--- src/rtl/tdm_rx_pkg.sv ---
package tdm_rx_pkg;

    localparam int NUM_CH = 4;

    typedef enum logic [1:0] {
        ST_IDLE = 2'd0,
        ST_RECV = 2'd1,
        ST_DONE = 2'd2
    } rx_state_e;

    typedef enum logic [1:0] {
        WLEN_16 = 2'b00,
        WLEN_24 = 2'b01,
        WLEN_32 = 2'b10
    } wlen_e;

    typedef struct packed {
        logic       upper;
        logic       swap;
        logic       bridge;
        logic       odd;
        logic [1:0] wlen;
    } rx_cfg_t;

endpackage

--- src/rtl/tdm_sync_detect.sv ---
module tdm_sync_detect #(
    parameter int SLOT_BITS = 32
) (
    input  logic clk,
    input  logic rst_n,
    input  logic fsync_i,
    output logic frame_start_o,
    output logic frame8_o
);
    localparam int CLKS4 = 4 * SLOT_BITS;
    localparam int CLKS8 = 8 * SLOT_BITS;
    localparam int CW    = $clog2(CLKS8 + 1);

    logic          fsync_q;
    logic [CW-1:0] span_q;

    // A frame starts on the clock where sync is first seen high.
    assign frame_start_o = fsync_i & ~fsync_q;

    always_ff @(posedge clk) begin
        if (!rst_n) begin
            fsync_q  <= 1'b0;
            span_q   <= '0;
            frame8_o <= 1'b1;
        end else begin
            fsync_q <= fsync_i;
            if (frame_start_o) begin
                span_q <= '0;
                if (span_q == CW'(CLKS4 - 1)) begin
                    frame8_o <= 1'b0;
                end else if (span_q == CW'(CLKS8 - 1)) begin
                    frame8_o <= 1'b1;
                end
            end else if (span_q != CW'(CLKS8)) begin
                span_q <= span_q + 1'b1;
            end
        end
    end

    // Two sync starts can never be adjacent: only a rising edge counts.
    assert_start_edge_R11: assert property (@(posedge clk) disable iff (!rst_n)
        frame_start_o |=> !frame_start_o);

endmodule

--- src/rtl/tdm_slot_shift.sv ---
module tdm_slot_shift #(
    parameter int SLOT_BITS = 32,
    parameter int MAX_SLOTS = 8
) (
    input  logic                         clk,
    input  logic                         rst_n,
    input  logic                         start_i,
    input  logic                         sdata_i,
    output logic                         word_stb_o,
    output logic [$clog2(MAX_SLOTS)-1:0] slot_o,
    output logic [SLOT_BITS-1:0]         word_o
);
    localparam int BW = $clog2(SLOT_BITS);
    localparam int SW = $clog2(MAX_SLOTS);

    logic [BW-1:0]        bit_q;
    logic [SW-1:0]        slot_q;
    logic                 active_q;
    logic [SLOT_BITS-2:0] shreg_q;

    // The final bit of a slot is taken straight from the pin.
    assign word_stb_o = active_q && (bit_q == BW'(SLOT_BITS - 1));
    assign word_o     = {shreg_q, sdata_i};
    assign slot_o     = slot_q;

    always_ff @(posedge clk) begin
        if (!rst_n) begin
            bit_q    <= '0;
            slot_q   <= '0;
            active_q <= 1'b0;
            shreg_q  <= '0;
        end else if (start_i) begin
            bit_q    <= '0;
            slot_q   <= '0;
            active_q <= 1'b1;
        end else if (active_q) begin
            shreg_q <= {shreg_q[SLOT_BITS-3:0], sdata_i};
            if (bit_q == BW'(SLOT_BITS - 1)) begin
                bit_q <= '0;
                if (slot_q == SW'(MAX_SLOTS - 1)) begin
                    active_q <= 1'b0;
                end else begin
                    slot_q <= slot_q + 1'b1;
                end
            end else begin
                bit_q <= bit_q + 1'b1;
            end
        end
    end

    // A completed slot is always followed by at least one more bit clock.
    assert_word_spacing_R2: assert property (@(posedge clk) disable iff (!rst_n)
        word_stb_o |=> !word_stb_o);

endmodule

--- src/rtl/tdm_slot_map.sv ---
module tdm_slot_map
    import tdm_rx_pkg::*;
#(
    parameter int MAX_SLOTS = 8
) (
    input  logic                                     upper_i,
    input  logic                                     swap_i,
    input  logic                                     bridge_i,
    input  logic                                     odd_i,
    input  logic                                     frame8_i,
    output logic [NUM_CH-1:0][$clog2(MAX_SLOTS)-1:0] sel_o,
    output logic [$clog2(MAX_SLOTS)-1:0]             last_o,
    output logic                                     err_o
);
    localparam int SW   = $clog2(MAX_SLOTS);
    localparam int HALF = MAX_SLOTS / 2;

    logic [SW-1:0] base;

    assign base  = upper_i ? SW'(HALF) : '0;
    assign err_o = upper_i & ~frame8_i;

    for (genvar c = 0; c < NUM_CH; c++) begin : g_chan
        localparam int PAIR = c / 2;
        always_comb begin
            if (bridge_i) begin
                sel_o[c] = base + SW'(odd_i) + SW'(2 * (PAIR ^ int'(swap_i)));
            end else begin
                sel_o[c] = base + SW'(swap_i ? (c ^ 2) : c);
            end
        end
    end

    // The frame is done once the highest needed slot has arrived.
    always_comb begin
        last_o = '0;
        for (int c = 0; c < NUM_CH; c++) begin
            if (sel_o[c] > last_o) begin
                last_o = sel_o[c];
            end
        end
        if (err_o) begin
            last_o = SW'(HALF - 1);
        end
    end

endmodule

--- src/rtl/tdm_slot_rx.sv ---
module tdm_slot_rx
    import tdm_rx_pkg::*;
#(
    parameter int SLOT_BITS = 32,
    parameter int MAX_SLOTS = 8
) (
    input  logic                 clk,
    input  logic                 rst_n,
    input  logic                 fsync_i,
    input  logic                 sdata_i,
    input  logic                 half_hi_i,
    input  logic                 pair_swap_i,
    input  logic                 bridge_i,
    input  logic                 bridge_odd_i,
    input  logic [1:0]           wlen_i,
    output logic [SLOT_BITS-1:0] ch1_o,
    output logic [SLOT_BITS-1:0] ch2_o,
    output logic [SLOT_BITS-1:0] ch3_o,
    output logic [SLOT_BITS-1:0] ch4_o,
    output logic                 valid_o,
    output logic                 err_o,
    output logic                 frame8_o
);
    localparam int SW = $clog2(MAX_SLOTS);

    rx_state_e                          state_q, state_d;
    rx_cfg_t                            cfg_q;
    logic                               start;
    logic                               word_stb;
    logic [SW-1:0]                      slot;
    logic [SLOT_BITS-1:0]               word;
    logic [NUM_CH-1:0][SW-1:0]          sel;
    logic [SW-1:0]                      last_slot;
    logic                               map_err;
    logic                               done;
    logic                               pub_q;
    logic                               pub_err_q;
    logic [NUM_CH-1:0][SLOT_BITS-1:0]   stage_q;
    logic [NUM_CH-1:0][SLOT_BITS-1:0]   out_q;

    tdm_sync_detect #(.SLOT_BITS(SLOT_BITS)) u_sync (
        .clk           (clk),
        .rst_n         (rst_n),
        .fsync_i       (fsync_i),
        .frame_start_o (start),
        .frame8_o      (frame8_o)
    );

    tdm_slot_shift #(.SLOT_BITS(SLOT_BITS), .MAX_SLOTS(MAX_SLOTS)) u_shift (
        .clk        (clk),
        .rst_n      (rst_n),
        .start_i    (start),
        .sdata_i    (sdata_i),
        .word_stb_o (word_stb),
        .slot_o     (slot),
        .word_o     (word)
    );

    tdm_slot_map #(.MAX_SLOTS(MAX_SLOTS)) u_map (
        .upper_i  (cfg_q.upper),
        .swap_i   (cfg_q.swap),
        .bridge_i (cfg_q.bridge),
        .odd_i    (cfg_q.odd),
        .frame8_i (frame8_o),
        .sel_o    (sel),
        .last_o   (last_slot),
        .err_o    (map_err)
    );

    function automatic logic [SLOT_BITS-1:0] trim_word(
        input logic [SLOT_BITS-1:0] w,
        input logic [1:0]           len
    );
        logic [SLOT_BITS-1:0] keep;
        unique case (len)
            WLEN_16: keep = {SLOT_BITS{1'b1}} << (SLOT_BITS - 16);
            WLEN_24: keep = {SLOT_BITS{1'b1}} << (SLOT_BITS - 24);
            default: keep = {SLOT_BITS{1'b1}};
        endcase
        return w & keep;
    endfunction

    assign done = (state_q == ST_RECV) && word_stb && (slot == last_slot);

    // Next-state logic: T_SYNC, T_LAST, T_RESYNC.
    always_comb begin
        state_d = state_q;
        unique case (state_q)
            ST_IDLE: if (start) state_d = ST_RECV;
            ST_RECV: begin
                if (start)     state_d = ST_RECV;
                else if (done) state_d = ST_DONE;
            end
            ST_DONE: if (start) state_d = ST_RECV;
            default: state_d = ST_IDLE;
        endcase
    end

    // State register.
    always_ff @(posedge clk) begin
        if (!rst_n) state_q <= ST_IDLE;
        else        state_q <= state_d;
    end

    // Configuration capture at frame start.
    always_ff @(posedge clk) begin
        if (!rst_n) begin
            cfg_q <= '{upper: 1'b0, swap: 1'b0, bridge: 1'b0, odd: 1'b0, wlen: WLEN_32};
        end else if (start) begin
            cfg_q <= '{upper: half_hi_i, swap: pair_swap_i, bridge: bridge_i,
                       odd: bridge_odd_i, wlen: wlen_i};
        end
    end

    // Per-channel staging of the selected slot words.
    for (genvar c = 0; c < NUM_CH; c++) begin : g_stage
        always_ff @(posedge clk) begin
            if (!rst_n) begin
                stage_q[c] <= '0;
            end else if (state_q == ST_RECV && word_stb && slot == sel[c]) begin
                stage_q[c] <= trim_word(word, cfg_q.wlen);
            end
        end
    end

    // Output process: publish one clock after the last needed slot.
    always_ff @(posedge clk) begin
        if (!rst_n) begin
            pub_q     <= 1'b0;
            pub_err_q <= 1'b0;
            valid_o   <= 1'b0;
            err_o     <= 1'b0;
            out_q     <= '0;
        end else begin
            pub_q   <= done;
            valid_o <= pub_q;
            if (done) begin
                pub_err_q <= map_err;
            end
            if (pub_q) begin
                err_o <= pub_err_q;
                out_q <= pub_err_q ? '0 : stage_q;
            end
        end
    end

    assign ch1_o = out_q[0];
    assign ch2_o = out_q[1];
    assign ch3_o = out_q[2];
    assign ch4_o = out_q[3];

    assert_valid_single_R10: assert property (@(posedge clk) disable iff (!rst_n)
        valid_o |=> !valid_o);

    assert_hold_between_R10: assert property (@(posedge clk) disable iff (!rst_n)
        !valid_o |-> $stable(out_q));

    assert_valid_after_sync_R10: assert property (@(posedge clk) disable iff (!rst_n)
        valid_o |-> state_q != ST_IDLE);

    assert_err_zeroes_R9: assert property (@(posedge clk) disable iff (!rst_n)
        (valid_o && err_o) |-> (out_q == '0));

endmodule

--- config.mk ---
export PLATFORM = sky130hd
export DESIGN_NAME = tdm_slot_rx
export DESIGN_NICKNAME = d
export VERILOG_FILES = /design/src/rtl/tdm_rx_pkg.sv /design/src/rtl/tdm_sync_detect.sv /design/src/rtl/tdm_slot_shift.sv /design/src/rtl/tdm_slot_map.sv /design/src/rtl/tdm_slot_rx.sv
export SDC_FILE = /design/constraint.sdc
export NUM_CORES = 1
export LEC_CHECK = 0
export BUFFER_PORTS_ARGS = -buffer_cell sky130_fd_sc_hd__buf_2
export CAP_MARGIN = 0
export CORE_MARGIN = 2
export CORE_UTILIZATION = 60
export CTS_BUF_LIST = sky130_fd_sc_hd__clkbuf_8
export DETAILED_ROUTE_END_ITERATION = 16
export PLACE_DENSITY = 0.82
export REMOVE_ABC_BUFFERS = 1
export SYNTH_ARGS = -nofsm -noshare
export SYNTH_HDL_FRONTEND = slang
export SYNTH_SLANG_ARGS = --single-unit
--- constraint.sdc ---
create_clock -name clk -period 4.95 [get_ports clk]
set_clock_uncertainty 0.2 [all_clocks]
set_input_delay 1.485 -clock clk [delete_from_list [all_inputs] [get_ports clk]]
set_output_delay 1.485 -clock clk [all_outputs]
set_load 0.005 [all_outputs]
# [After elaboration in Yosys (flattened, before gate mapping)]
# Cells that the tools add are included.
# W data, S select, Z words.
[classes] n_bitwise=12 reduce_logical=16 addsub=10 eq_ne=15 magnitude_cmp=4 mux=35
[op_table] op="$mux W32" count=8
[op_table] op="$and A32 B32 Y32" count=4
[op_table] op="$mux W128" count=1
[op_table] op="$pmux W16 S2" count=1
[op_table] op="$mux W3" count=10
[op_table] op="$eq A3 B3 Y1" count=5
[op_table] op="$mux W2" count=7
[op_table] op="$add A3 B3 Y3" count=4
[op_table] op="$add A9 B1 Y9 const B" count=1
[op_table] op="$eq A9 B7 Y1 const B" count=1
[op_table] op="$eq A9 B8 Y1 const B" count=1
[op_table] op="$gt A3 B3 Y1" count=3
[op_table] op="$ne A9 B9 Y1 const B" count=1
[op_table] op="$logic_and A1 B1 Y1" count=7
[op_table] op="$add A3 B2 Y3" count=2
[op_table] op="$mux W1" count=6
[op_table] op="$not A1 Y1" count=6
[op_table] op="$reduce_and A2 Y1" count=3
[op_table] op="$add A5 B1 Y5 const B" count=1
[op_table] op="$eq A5 B5 Y1 const B" count=1
[op_table] op="$mux W5" count=1
[op_table] op="$eq A2 B1 Y1 const B" count=2
[op_table] op="$logic_not A2 Y1" count=2
[op_table] op="$pmux W2 S2" count=1
[op_table] op="other kinds (11)" count=13
[totals] reg_bits=319 elab_cells=117

# [Depth between registers and ports, before layout]
# Gate-level depths: netlist of the first run.
[logic_depth] ltp_word=18 depth_mapped=15 mapped_depth_nobuf=15

# [By module]
# From an unflattened synthesis of the first run, not the netlist that was laid out.
[unflattened] hier_cells=1383 area_unflattened_um2=13015.0
[modules_own_cells] mod="tdm_slot_rx" n_inst=1 seq_area_each_um2=5365.1 cells_each=1094 area_each_um2=10562.6
[modules_own_cells] mod="tdm_slot_shift" n_inst=1 seq_area_each_um2=800.8 cells_each=177 area_each_um2=1581.5
[modules_own_cells] mod="tdm_sync_detect" n_inst=1 seq_area_each_um2=220.2 cells_each=63 area_each_um2=535.5
[modules_own_cells] mod="tdm_slot_map" n_inst=1 seq_area_each_um2=0.0 cells_each=49 area_each_um2=335.3

# [Least setup slack after synthesis of the first run]
# Ideal clock, no wire load.
[synth_timing] kind="register -> register" startpoint="register cfg_q[2] (netlist bit)" endpoint="register pub_err_q" t_arrival_ps=3235 path_stages_with_launch=14 setup_slack_ps=1443 setup_time_ps=72 path_buffers=0 required_ps=4678 synth_period_minus_slack_ps=3507 cell_sequence="dfxtp_1 and2b_1 ha_1 o31ai_1 ha_1 nand3_1 a21boi_2 xnor2_1 ha_1 a211o_1 a2111oi_2 nor4_2 o211ai_2 mux2i_1"
[synth_between] elab_chain_cells=14
[synth_lines] element="start, declared" line="tdm_slot_rx.sv:27" rtl="rx_cfg_t cfg_q;"
[synth_lines] element="start signal, assigned" line="tdm_slot_rx.sv:108" rtl="cfg_q <= '{upper: 1'b0, swap: 1'b0, bridge: 1'b0, odd: 1'b0, wlen: WLEN_32};"
[synth_lines] element="start signal, assigned" line="tdm_slot_rx.sv:110" rtl="cfg_q <= '{upper: half_hi_i, swap: pair_swap_i, bridge: bridge_i,"
[synth_lines] element="$add A3 B1 Y3 *" line="tdm_slot_map.sv:27" rtl="sel_o[c] = base + SW'(odd_i) + SW'(2 * (PAIR ^ int'(swap_i)));"
[synth_lines] element="$add A3 B2 Y3" line="tdm_slot_map.sv:27"
[synth_lines] element="$mux W3" line="tdm_slot_map.sv:26" rtl="if (bridge_i) begin"
[synth_lines] element="$gt A3 B1 Y1" line="tdm_slot_map.sv:38" rtl="if (sel_o[c] > last_o) begin"
[synth_lines] element="$mux W3" line="tdm_slot_map.sv:38"
[synth_lines] element="$gt A3 B3 Y1" line="tdm_slot_map.sv:38"
[synth_lines] element="$mux W3" line="tdm_slot_map.sv:38"
[synth_lines] element="$gt A3 B3 Y1" line="tdm_slot_map.sv:38"
[synth_lines] element="$mux W3" line="tdm_slot_map.sv:38"
[synth_lines] element="$gt A3 B3 Y1" line="tdm_slot_map.sv:38"
[synth_lines] element="$mux W3 *" line="tdm_slot_map.sv:38"
[synth_lines] element="$mux W3 *" line="tdm_slot_map.sv:42" rtl="if (err_o) begin"
[synth_lines] element="$eq A3 B3 Y1 *" line="tdm_slot_rx.sv:83" rtl="assign done = (state_q == ST_RECV) && word_stb && (slot == last_slot);"
[synth_lines] element="$logic_and A1 B1 Y1 *" line="tdm_slot_rx.sv:83"
[synth_lines] element="end signal, assigned" line="tdm_slot_rx.sv:138" rtl="pub_err_q <= map_err;"
[synth_lines] element="end, declared" line="tdm_slot_rx.sv:37" rtl="logic pub_err_q;"
# Every way passes the cells marked *; elsewhere a longest branch is shown, timed or not.
# A chain may end at the register's enable or synchronous reset.

# [Worst setup path in the final report of the first run]
[layout_timing] startpoint="register cfg_q[2] (netlist bit)" endpoint="register state_q[0]"
[layout_between] elab_chain_cells=16
[layout_lines] element="$add A3 B1 Y3 *" line="tdm_slot_map.sv:27"
[layout_lines] element="$add A3 B2 Y3" line="tdm_slot_map.sv:27"
[layout_lines] element="$mux W3" line="tdm_slot_map.sv:26"
[layout_lines] element="$gt A3 B1 Y1" line="tdm_slot_map.sv:38"
[layout_lines] element="$mux W3" line="tdm_slot_map.sv:38"
[layout_lines] element="$gt A3 B3 Y1" line="tdm_slot_map.sv:38"
[layout_lines] element="$mux W3" line="tdm_slot_map.sv:38"
[layout_lines] element="$gt A3 B3 Y1" line="tdm_slot_map.sv:38"
[layout_lines] element="$mux W3" line="tdm_slot_map.sv:38"
[layout_lines] element="$gt A3 B3 Y1" line="tdm_slot_map.sv:38"
[layout_lines] element="$mux W3 *" line="tdm_slot_map.sv:38"
[layout_lines] element="$mux W3 *" line="tdm_slot_map.sv:42"
[layout_lines] element="$eq A3 B3 Y1 *" line="tdm_slot_rx.sv:83"
[layout_lines] element="$logic_and A1 B1 Y1 *" line="tdm_slot_rx.sv:83"
[layout_lines] element="$ne A3 B3 Y1 (no line) *"
[layout_lines] element="$reduce_and A2 Y1 (no line) *"
[layout_lines] element="end signal, assigned" line="tdm_slot_rx.sv:102" rtl="else state_q <= state_d;"
[layout_lines] element="end, declared" line="tdm_slot_rx.sv:26" rtl="rx_state_e state_q, state_d;"
# Marks and branches as above.

==> results list, run 1 <==
- The run finished with clean final reports.
- Top cells by count, synth: sky130_fd_sc_hd__dfxtp_1, sky130_fd_sc_hd__nand2_1, sky130_fd_sc_hd__a21oi_1, sky130_fd_sc_hd__nor2_1, sky130_fd_sc_hd__nor2b_1
* DP Cell Count: between 1500 and 2000
* Design area: roughly 14000 µm²
- Number of flip-flops and latches in the synthesized netlist: around 320
* Number of levels in the clock H-tree: 2
- Setup violations remaining at the end of the flow were counted as 0.
- Least-Margin Pin Slew: 1.17 ns
- Estimated wirelength of the detail-placed design: 16400 µm
- The longest clock path from root to sink contains 3 buffers.
* Largest fanout on the critical path: 6
- Detailed-routing iteration count for the pre-antenna-repair pass: 5
* Total grt overflow: 0
- In this run the remaining antenna-violating nets after routing total 0.
- Total power consumption of the routed design: roughly 4.8 mW
- Antenna cell count: 0
- Once the clock tree was built, the resizer swapped 0 gates to a different size.
- DR iter-0 viols: 669
- Among all cell types in the netlist, the one instantiated most often is sky130_fd_sc_hd__dfxtp_1.
- From synthesis to final layout, the design area changed by 13.3%.
* Total count of hold-check failures in the final report: 0
- Netlist cell types: 45
- Data required, critical path: slightly above 5 ns
- Final Max Slew Viols: 0
- The initial antenna violation count is 0.
* Insertion delay of the later-clocked pin in the worst-skew pair: between 0.5 and 0.6 ns
- The worst setup path is captured at a register.
- Walking the worst path, the cells encountered are and2b_1, ha_1, o31ai_1, ha_1, nand3_1, a21boi_2, a21boi_1, ha_1, a31oi_2, a21oi_1, a221oi_2, o211ai_2, a22o_1.
- The die is 147 µm tall.
- Placed inst area: 12900 µm²
- Number of input and output port buffers inserted: 140
* Worst min-delay path category: reg2reg
- Largest incremental delay on the critical path: approximately 0.38 ns
- Pin count of the biggest net entering global routing: between 100 and 150
- Gate count after technology mapping: roughly 1500
- Routed wire per std cell: ~15 µm
- For this design, the CTS-stage hold fixing added 0 buffers.
- Die width: roughly 150 µm
- EDFF count, synth: 0
- Crit-path most repeated cell: sky130_fd_sc_hd__ha_1
* Areal power density over the cells: 346 nW/µm²
- Via density per instance: 5.48
- Max-cap violations in this run came to 0.
* Mean cell area of the mapped netlist: just over 8 µm²
- By area the synthesized netlist is led by sky130_fd_sc_hd__dfxtp_1, sky130_fd_sc_hd__a21oi_1, sky130_fd_sc_hd__nand2_1.
* Final standard cell count with taps included and fillers excluded: approximately 1900
- Path type of the worst setup path: reg2reg
- Post-synth top area share: 0.522
- Number of remaining DRC errors: 0
* Total vias in the final route: between 10000 and 15000
- TritonCTS Buffers: just under 50
- Placer Congestion: 0.820
- Post-layout nets: 1591
- about 140 I/O pins were placed.
* Share of total power consumed by net switching: 0.228
- In this run the power spent charging and discharging nets is ~1.1 mW.
- OpenSTA, run right after detailed placement, puts the worst setup slack at between 1 and 1.5 ns.
- Die area: ~22000 µm²
- Area of the mapped netlist: ~12000 µm²
* Post-Route Setup TNS: 0 ns
- Synth Warn #: 0
- Of the synthesized area, sequential elements account for 0.522.
- Total routing resource utilization after global routing: 0.262
- Starting utilization of the core area: 0.608
- Unrepaired setup endpoints after global routing: false
- Tmin final: just under 4 ns
- Area of all sequential standard cells: about 6400 µm²
- Tcrit/Tclk final: 0.784
- Clock transition at the registers of the reported paths: roughly 0.06 ns
- The initialized floorplan defines 52 standard-cell rows.
- The share of total power dissipated in sequential elements is 0.538.
* Relative contribution of combinational cells to total power: 0.031
- Total core area: a little over 20000 µm²
- Yosys top cell by area: sky130_fd_sc_hd__dfxtp_1
- After detailed routing, the total wire length is 28900 µm.
* Worst path slowest cell: sky130_fd_sc_hd__a31oi_2
- Post-synth top flop: sky130_fd_sc_hd__dfxtp_1
- Timing would allow up to between 200 and 300 MHz.
* Startpoint type of the worst setup path: register
- In this run the tightest slew margin relative to its limit is 0.215.
- Root buffer selected by CTS: sky130_fd_sc_hd__clkbuf_8
- Summed over all cells, the static leakage comes to 5.38 nW.
* Wire length of the first global-routing pass: approximately 47000 µm
- CTS saw 319 sinks.
* Relative contribution of the clock network to total power: 0.431
- Post-CTS timing repair inserted 0 buffers for setup.
- Vias in the first global route: roughly 9600
- Slack of the critical path: 1.07 ns
- Multi-input combinational cell area: between 5000 and 6000 µm²
- Worst voltage drop across the vdd grid: 0.000212 V
* Fraction of layout cells with a size suffix above 1: 0.147
- Internal power of the cells: between 3 and 4 mW
- At the worst endpoint, the arrival time is 4.12 ns.
* Async SR Flop Fraction: 0
* Clock tree from TritonCTS: yes
* Number of fillers in the final layout: 1673
==> power groups by stage <==
stage | registers (mW) | logic [mW] | clock network (mW)
floorplan | 2.64 | 0.0959 | 0
CTS | 2.58 | 0.145 | 2.10
finish | 2.58 | 0.147 | 2.07
detailed placement | 2.64 | 0.145 | 0
global placement | 2.64 | 0.138 | 0
global route | 2.58 | 0.162 | 2.21
==> sequential cells by signal, indices dropped and copies added, names as in the netlist, 2 cells and up <==
| signal | flops |
|---|---|
| stage_q | 128 |
| u_sync.span_q | 9 |
| ch1_o | 32 |
| ch3_o | 32 |
| ch4_o | 32 |
| u_shift.shreg_q | 31 |
| state_q | 2 |
| u_shift.bit_q | 5 |
| u_shift.slot_o | 3 |
| ch2_o | 32 |
| cfg_q | 6 |
==> layout make-up <==
class                      instances  area share
timing repair buffer             150      0.0560
clock buffer                      60      0.0596
tap                              270      0.0244
inverter                          11     0.00352
clock inverter                    29     0.00858
multi-input combinational       1036       0.387
sequential                       319       0.461
==> path summary, 6_finish.rpt <==
check,endpoint,slack [ns],from,depth (start not counted)
worst max register to register,state_q[0],1.07,cfg_q[2],13
worst min-delay path,cfg_q[0],0.25,cfg_q[0],2
worst min register to register,cfg_q[0],0.25,cfg_q[0],2
worst max-delay path,state_q[0],1.07,cfg_q[2],13
==> cell families after synthesis <==
family,count (synthesis),share of synthesized area
AND/OR/NAND/NOR,680,0.268
AO/OA/AOI/OAI,322,0.138
flip-flops,319,0.522
buffers and inverters,125,0.0419
adder cells (fa/ha/maj),14,0.0143
multiplexers,7,0.00573
XOR/XNOR,13,0.00992
==> worst max-delay path, delay by kind of cell (launching register included) <==
kind                       cells  cell delay [ns]
adders and majority gates      3             0.92
DFF                            1             0.34
and+or+nand+nor                2             0.39
AOI/OAI and AO/OA              8             1.94
==> placed cells by master, fill, tap and decap left out, drive strengths merged, types with 2 or more instances in the layout <==
cell     synthesis  routed
dfxtp          319     319
nand3           44      44
and2             5       5
nor2b           82      82
xor2             9       9
or2              2       2
a2111oi          2       2
a21oi          305     305
mux2i            7       7
ha              14      14
clkinv           0       4
xnor2            4       4
nand2          312     312
nor2            95      95
nand2b          62      62
clkbuf          75      60
nor4             3       3
nand3b          61      61
a21boi           2       2
o21ai            5       5
inv             11      36
buf             39     150
and3             8       8
==> through the flow <==
stage | utilization | hold slack [ns]
final | 0.689 | 0.254
after CTS | 0.689 | 0.255
after floorplan | - | 0.236
after global placement | 0.642 | 0.242
after global routing | 0.689 | 0.270
after detailed placement | 0.642 | 0.247
==> metal layers <==
layer  global-route usage  wire, µm  up-vias
li1                     -         -     5034
met1                0.348     12600     4834
met2                0.434     13800      363
met3               0.0398      1760       52
met4               0.0981       685        0
met5                    0         0        -
No activity file was read; power rests on OpenSTA's default activity.
==> run 2, diff against run 1 <==
Settings changed: ABC_AREA from default to 1.
Clock period 4.95 ns to 3.9 ns, I/O delays scaled along.
==> run 2 against run 1 <==
Wire length shrank 7.5%. Global-route usage is essentially flat. Sequential power grew 29%. Setup slack lost 0.71 ns. Non-clock buffer count grew 2. Cell area shrank 4.6%. Register-to-register slack lost 0.71 ns. Core utilization grew 1.5 points. Worst hold slack gained 0.0049 ns. Combinational power grew 69%. Final cell count shrank 2.3%.
==> results list, run 2 <==
* Launching element of the worst setup path: cfg_q[3]
- STA classifies the critical path endpoint as a register.
- The average instance in the mapped netlist occupies a little under 8 µm².
- Compound-cell area share of the yosys netlist: 0.172
- The number of clock buffers added by TritonCTS is 48.
- Estimated wirelength of the detail-placed design: roughly 16000 µm
* Top cells by count, synth: sky130_fd_sc_hd__dfxtp_1, sky130_fd_sc_hd__nand2_1, sky130_fd_sc_hd__nor2_1, sky130_fd_sc_hd__a21oi_1, sky130_fd_sc_hd__o21ai_1
- Wire length of the first global-routing pass: 43900 µm
- Least-Margin Pin Slew: roughly 1.1 ns
* Core Util, Final: 0.705
- Starting utilization of the core area: 0.612
- Worst min-delay path category: reg2reg
- The share of the Yosys chip area taken by registers is 0.556.
- The repair_antennas step left the layout with diodes totalling 0.
* Post-synthesis mux area share: 0
- The worst path needs ~3.5 ns of the cycle, external delays included.
- Headroom to the max-slew limit came out at 0.238.
- Internal power of the cells: between 4 and 5 mW
* Final Max Slew Viols: 0
- Total count of hold-check failures in the final report: 0
* Highest clock frequency the design can meet: around 280 MHz
- Of the total power, registers draw 0.519.
- Of the total synthesized cell area, the portion taken by XOR and XNOR cells is 0.00447.
- Leaving out fill and tap cells, the most frequent cells in the layout are sky130_fd_sc_hd__dfxtp_1, sky130_fd_sc_hd__nand2_1, sky130_fd_sc_hd__nor2_1, sky130_fd_sc_hd__a21oi_1, sky130_fd_sc_hd__buf_2.
- Top-level I/O count: 141
- EDFF count, synth: 0
* Post-layout nets: 1586
- Number of buffers inserted to repair setup after CTS: 0
- Clock-pin slew was measured on the worst setup and hold paths at roughly 0.06 ns.
- Summed over all layers, the routed wires come to roughly 27000 µm.
- Placed inst area: around 12000 µm²
* Clock tree from TritonCTS: yes
- The startpoint identified for the worst hold timing path is stage_q[82].
- Path type of the worst setup path: reg2reg
- Share of total power consumed by net switching: 0.227
- Count of final setup violators: 0
- Number of input and output port buffers inserted: 140
- For this block, the via count after detailed routing is 9891.
- Summing every instance area after synthesis gives about 11000 µm².
* Std cell rows: 50
* Areal power density over the cells: 486 nW/µm²
* Synth Warn #: 0
- Number of flip-flops in the largest register: about 130
- Of the cells placed in the final design, the portion with a size suffix greater than 1 is 0.153.
- Main combinational cell family by area after synthesis: simple AND/OR/NAND/NOR gates
- The first routing iteration left between 700 and 800 violations.
* Yosys top cell by area: sky130_fd_sc_hd__dfxtp_1
* Number of flip-flops and latches in the synthesized netlist: approximately 320
- Startpoint type of the worst setup path: register
- Max-cap violations in this run came to 0.
* Switching power total: 1.46 mW
* Outcome: complete, no violations
- Of the total synthesized cell area, the portion taken by AND, OR, NAND and NOR gates is 0.192.
- Data required, critical path: 4.20 ns
- Static power due to leakage: 5.75 nW
* Signed area change from the synthesized netlist to the final layout: 15.1%
* Relative contribution of the clock network to total power: 0.443
* Die height: ~140 µm
- Setup repair after global routing left no endpoint under its margin.
- The clock passes through at most 3 buffers.
- At the worst endpoint, the arrival time is around 3.8 ns.
- Gate count after technology mapping: 1454
- The congestion estimate from routability-driven global placement came to roughly 0.91.
- More flip-flops sit in one register than any other, and that register is stage_q.
- Die width: 142 µm
- The count of nets left with antenna violations once routing finished came out at 0.
- Reg-to-reg critical path startpoint: cfg_q[3]
- For this run, asynchronously set or reset flops after synthesis account for 0.
- Of the total synthesized cell area, the portion taken by full adders, half adders and majority gates is 0.0152.
- Vias in the first global route: just over 9000
* Die area: around 20000 µm²
- Relative contribution of combinational cells to total power: 0.039
* Total core area: 18800 µm²
- Antenna violations before repair: 0
* Worst voltage drop across the vdd grid: roughly 0.00029 V
- Of the available clock period, the critical path in the final layout requires 0.907.
- By instance count, the leading cell after synthesis is sky130_fd_sc_hd__dfxtp_1.
* Via density per instance: between 5 and 6
- Total grt overflow: 0
- The H-tree was split into 2 levels.
* Top post-synthesis cells by area: sky130_fd_sc_hd__dfxtp_1, sky130_fd_sc_hd__nand2_1, sky130_fd_sc_hd__a21oi_1
* Largest fanout on the critical path: 3
- After detailed routing, the number of remaining DRC violations is 0.
- Routed wire per std cell: 14.6 µm
- The library cell used most frequently in the layout, excluding fill and tap cells, is sky130_fd_sc_hd__dfxtp_1.
- Design area: between 10000 and 15000 µm²
- Detailed-routing iteration count for the pre-antenna-repair pass: 5
- Clock sink count: around 320
* Post-CTS Resized: 0
- The share of synthesized area in the top cell type comes to 0.556.
* Netlist cell types: 32
- Total routing resource utilization after global routing: 0.262
- Total of hold buffers inserted after clock tree synthesis: 0
* Total power consumption of the routed design: around 6.4 mW
- Insertion delay of the later-clocked pin in the worst-skew pair: approximately 0.56 ns
- Pin count of the biggest net entering global routing: between 150 and 200
- The root buffer cell chosen for the clock tree is sky130_fd_sc_hd__clkbuf_8.
- Post-synth top flop: sky130_fd_sc_hd__dfxtp_1
## run 2: cell types whose count changed after synthesis, moves of 41 or more
| cell | before | now |
|---|---|---|
| sky130_fd_sc_hd__nor2b_1 | 82 | 0 |
| sky130_fd_sc_hd__nand3b_1 | 61 | 0 |
| sky130_fd_sc_hd__nor2_1 | 93 | 223 |
| sky130_fd_sc_hd__a21oi_1 | 305 | 211 |
| sky130_fd_sc_hd__inv_1 | 9 | 50 |
| sky130_fd_sc_hd__o21ai_1 | 1 | 122 |
| sky130_fd_sc_hd__nand2b_1 | 62 | 0 |
## run 2: kinds of logic after synthesis
group	Yosys count
compound gates	388
simple gates	571
fa+ha+maj	14
flops	319
xor+xnor	5
buf+inv	157
## run 2: cell type report
| class | count | area, µm² |
|---|---|---|
| Sequential cell | 319 | 6390 |
| Fill cell | 1481 | 5540 |
| Multi-Input combinational cell | 978 | 4440 |
| Clock buffer | 64 | 881 |
| Timing Repair Buffer | 152 | 843 |
| Tap cell | 234 | 293 |
| Inverter | 63 | 241 |
| Clock inverter | 21 | 146 |
## run 2: per-stage QoR
step | hold slack [ns] | TNS (ns) | worst slack, ns | std cells
floorplan | 0.217 | -296.19 | -2.30 | 1360
global placement | 0.247 | 0 | 0.564 | 1746
detailed placement | 0.250 | 0 | 0.345 | 1746
CTS | 0.258 | 0 | 0.333 | 1831
global route | 0.277 | 0 | 0.0312 | 1831
finish | 0.259 | 0 | 0.364 | 1831
## run 2: critical path, cell delays in order (launching register included)
cell and delay, ns:
sky130_fd_sc_hd__dfxtp_1 0.36, sky130_fd_sc_hd__inv_2 0.05, sky130_fd_sc_hd__or2_1 0.26, sky130_fd_sc_hd__inv_1 0.11
sky130_fd_sc_hd__ha_1 0.24, sky130_fd_sc_hd__or2_1 0.21, sky130_fd_sc_hd__o21ai_1 0.21, sky130_fd_sc_hd__ha_1 0.27
sky130_fd_sc_hd__nand3_1 0.13, sky130_fd_sc_hd__nand2_1 0.07, sky130_fd_sc_hd__nand2_1 0.07, sky130_fd_sc_hd__nand2_1 0.06
sky130_fd_sc_hd__ha_1 0.29, sky130_fd_sc_hd__nand3_1 0.08, sky130_fd_sc_hd__nand2_1 0.11, sky130_fd_sc_hd__nand3_1 0.08
sky130_fd_sc_hd__nand2_1 0.07, sky130_fd_sc_hd__clkinv_1 0.07, sky130_fd_sc_hd__nand3_1 0.10, sky130_fd_sc_hd__nand3_1 0.12
sky130_fd_sc_hd__nor2_2 0.16, sky130_fd_sc_hd__nor2_1 0.06, sky130_fd_sc_hd__nor2_1 0.10
## run 2: worst paths after layout
check        depth (start not counted)        end  slack (ns)
max                                 22  pub_err_q        0.36
min                                  2  ch3_o[18]        0.26
max reg2reg                         22  pub_err_q        0.36
min reg2reg                          2  ch3_o[18]        0.26
## run 2: metal layers
layer / vias to the layer above / part of all wire / track usage
li1: 4952 / - / -
met1: 4616 / 0.46 / 0.354
met2: 274 / 0.47 / 0.427
met3: 49 / 0.058 / 0.0471
met4: 0 / 0.020 / 0.0870
met5: - / 0 / 0
## run 2: power groups by stage
| stage | Combinational [mW] | Clock, mW | Sequential, mW |
|---|---|---|---|
| finish | 0.249 | 2.84 | 3.33 |
| global route | 0.289 | 3.04 | 3.33 |
| CTS | 0.245 | 2.88 | 3.33 |
| detailed placement | 0.244 | 0 | 3.40 |
| global placement | 0.234 | 0 | 3.40 |
| floorplan | 0.165 | 0 | 3.39 |
==> run 3, diff against run 2 <==
Settings changed: MAX_ROUTING_LAYER from default to met4.
==> run 3 against run 2 <==
Power is essentially flat. Clock-buffer cell count is the same. Maximum frequency grew 0.22%. Critical endpoint unchanged. Largest power group unchanged.
==> results list, run 3 (same netlist as run 2, synthesis figures left out) <==
- Outcome: complete, no violations
* Post-route ant nets: 0
- Design area: between 10000 and 15000 µm²
* Post-layout nets: between 1500 and 2000
* Vias in the first global route: a little over 9000
* Crit path capture type: register
- Number of flip-flops in the largest register: ~130
- Worst voltage drop across the vdd grid: approximately 0.00029 V
- The number of cells on the worst reg-to-reg path is 22.
- After detailed routing, the average wire length per cell comes to between 10 and 15 µm.
- Summing all placed instances gives a cell area of between 10000 and 15000 µm².
- Using the TritonRoute via totals, the vias-per-cell ratio works out to around 5.4.
- Fraction of layout cells with a size suffix above 1: 0.153
- Root buffer selected by CTS: sky130_fd_sc_hd__clkbuf_8
- Number of buffers inserted to repair setup after CTS: 0
- Starting utilization of the core area: 0.612
* Largest fanout on the critical path: 3
- The clock period could shrink to around 3.5 ns.
* Clock transition at the registers of the reported paths: approximately 0.070 ns
- DR iter-0 viols: approximately 750
- Areal power density over the cells: about 490 nW/µm²
* Hold Path Stages: 2
- Clock sink count: around 320
- Dividing the final minimum period by the clock period gives 0.905.
- Biggest register: stage_q
- At the worst endpoint, the required time is 4.20 ns.
- Max Cap Violations: 0
- In the layout the commonest cells are sky130_fd_sc_hd__dfxtp_1, sky130_fd_sc_hd__nand2_1, sky130_fd_sc_hd__nor2_1, sky130_fd_sc_hd__a21oi_1, sky130_fd_sc_hd__buf_2.
- Total routing resource utilization after global routing: 0.270
* Std cell rows: 50
- The die covers 20300 µm².
- Setup repair after global routing left no endpoint under its margin.
- The design draws around 6.4 mW.
* Final Max Slew Viols: 0
* Antenna violations before repair: 0
* Post-Route WL: 26700 µm
* Least-Margin Pin Slew: between 1 and 1.5 ns
* Core Util, Final: 0.705
* Path type of the worst setup path: reg2reg
* Signed area change from the synthesized netlist to the final layout: 15.1%
- Entering global routing, the biggest net connects roughly 170 pins.
- In the routed design, unresolved DRC markers number 0.
- Worst Path Arrival: approximately 3.8 ns
- From left edge to right edge, the die measures ~140 µm.
- Multi-input combinational cell area: approximately 4400 µm²
* Insertion delay of the later-clocked pin in the worst-skew pair: between 0.5 and 0.6 ns
- The number of failing hold endpoints at the final stage came to 0.
- Buffers placed on the I/O ports in this run total between 100 and 150.
* Top-level I/O count: between 100 and 150
- Rel. slew slack: 0.240
* Clock tree from TritonCTS: yes
- Clock buffer depth: 3
- The congestion estimate from routability-driven global placement came to roughly 0.93.
- Before antenna repair, the detailed router went through 5 iterations.
* Number of levels in the clock H-tree: 2
- The library cell used most frequently in the layout, excluding fill and tap cells, is sky130_fd_sc_hd__dfxtp_1.
* Area of all sequential standard cells: 6390 µm²
* Estimated wirelength of the detail-placed design: approximately 16000 µm
- After global routing the overflow that remains totals 0.
- The die is between 100 and 150 µm tall.
* Total core area: between 15000 and 20000 µm²
- The final route contains 9847 vias.
* Startpoint type of the worst setup path: register
* Number of fillers in the final layout: ~1500
* Count of final setup violators: 0
- Antenna cell count: 0
- Static power due to leakage: around 5.8 nW
- The path class of the tightest hold or removal check is reg2reg.
* Wire length of the first global-routing pass: about 44000 µm
- Highest clock frequency the design can meet: approximately 280 MHz
* TritonCTS Buffers: 48
run 3: timing repair:
action,CTS,global route
hold buffers,0,0
endpoints found under the hold margin,0,0
gates resized for setup,0,1
endpoints found under the setup margin,0,3
run 3: final timing paths:
check              from   endpoint  slack [ns]
max reg2reg    cfg_q[3]  pub_err_q        0.37
min reg2reg  stage_q[8]   ch1_o[8]        0.26
max            cfg_q[3]  pub_err_q        0.37
min          stage_q[8]   ch1_o[8]        0.26
run 3: metrics by stage:
step / TNS, ns / hold slack, ns / worst slack, ns / cells
global route: 0 / 0.277 / 0.0312 / 1831
CTS: 0 / 0.258 / 0.333 / 1831
finish: 0 / 0.258 / 0.372 / 1831
global placement: 0 / 0.247 / 0.564 / 1746
detailed placement: 0 / 0.250 / 0.345 / 1746
floorplan: -296.19 / 0.217 / -2.30 / 1360
run 3: where the power goes:
| part | switching (mW) | total [mW] | internal (mW) |
|---|---|---|---|
| sequential | 0.0393 | 3.33 | 3.29 |
| clock | 1.25 | 2.84 | 1.60 |
| combinational | 0.174 | 0.249 | 0.0746 |
run 3: layout make-up:
cell class / instances / share of cell area
multi-input combinational: 978 / 0.335
clock inverter: 21 / 0.0111
tap: 234 / 0.0221
timing repair buffer: 152 / 0.0638
inverter: 63 / 0.0183
clock buffer: 64 / 0.0666
sequential: 319 / 0.483
run 3: critical path, stage by stage (launching register included):
cell and delay [ns]:
sky130_fd_sc_hd__dfxtp_1 0.36, sky130_fd_sc_hd__inv_2 0.05, sky130_fd_sc_hd__or2_1 0.26, sky130_fd_sc_hd__inv_1 0.11, sky130_fd_sc_hd__ha_1 0.23, sky130_fd_sc_hd__or2_1 0.21
sky130_fd_sc_hd__o21ai_1 0.21, sky130_fd_sc_hd__ha_1 0.27, sky130_fd_sc_hd__nand3_1 0.13, sky130_fd_sc_hd__nand2_1 0.07, sky130_fd_sc_hd__nand2_1 0.07, sky130_fd_sc_hd__nand2_1 0.06
sky130_fd_sc_hd__ha_1 0.29, sky130_fd_sc_hd__nand3_1 0.08, sky130_fd_sc_hd__nand2_1 0.11, sky130_fd_sc_hd__nand3_1 0.08, sky130_fd_sc_hd__nand2_1 0.07, sky130_fd_sc_hd__clkinv_1 0.07
sky130_fd_sc_hd__nand3_1 0.10, sky130_fd_sc_hd__nand3_1 0.12, sky130_fd_sc_hd__nor2_2 0.17, sky130_fd_sc_hd__nor2_1 0.06, sky130_fd_sc_hd__nor2_1 0.10
run 3: metal layers:
layer  GRT usage  wire, µm  up-vias
met4      0.0870       516        0
met5           -         0        -
met2       0.429     12500      267
met1       0.353     12200     4580
li1            -         -     4950
met3      0.0471      1510       50
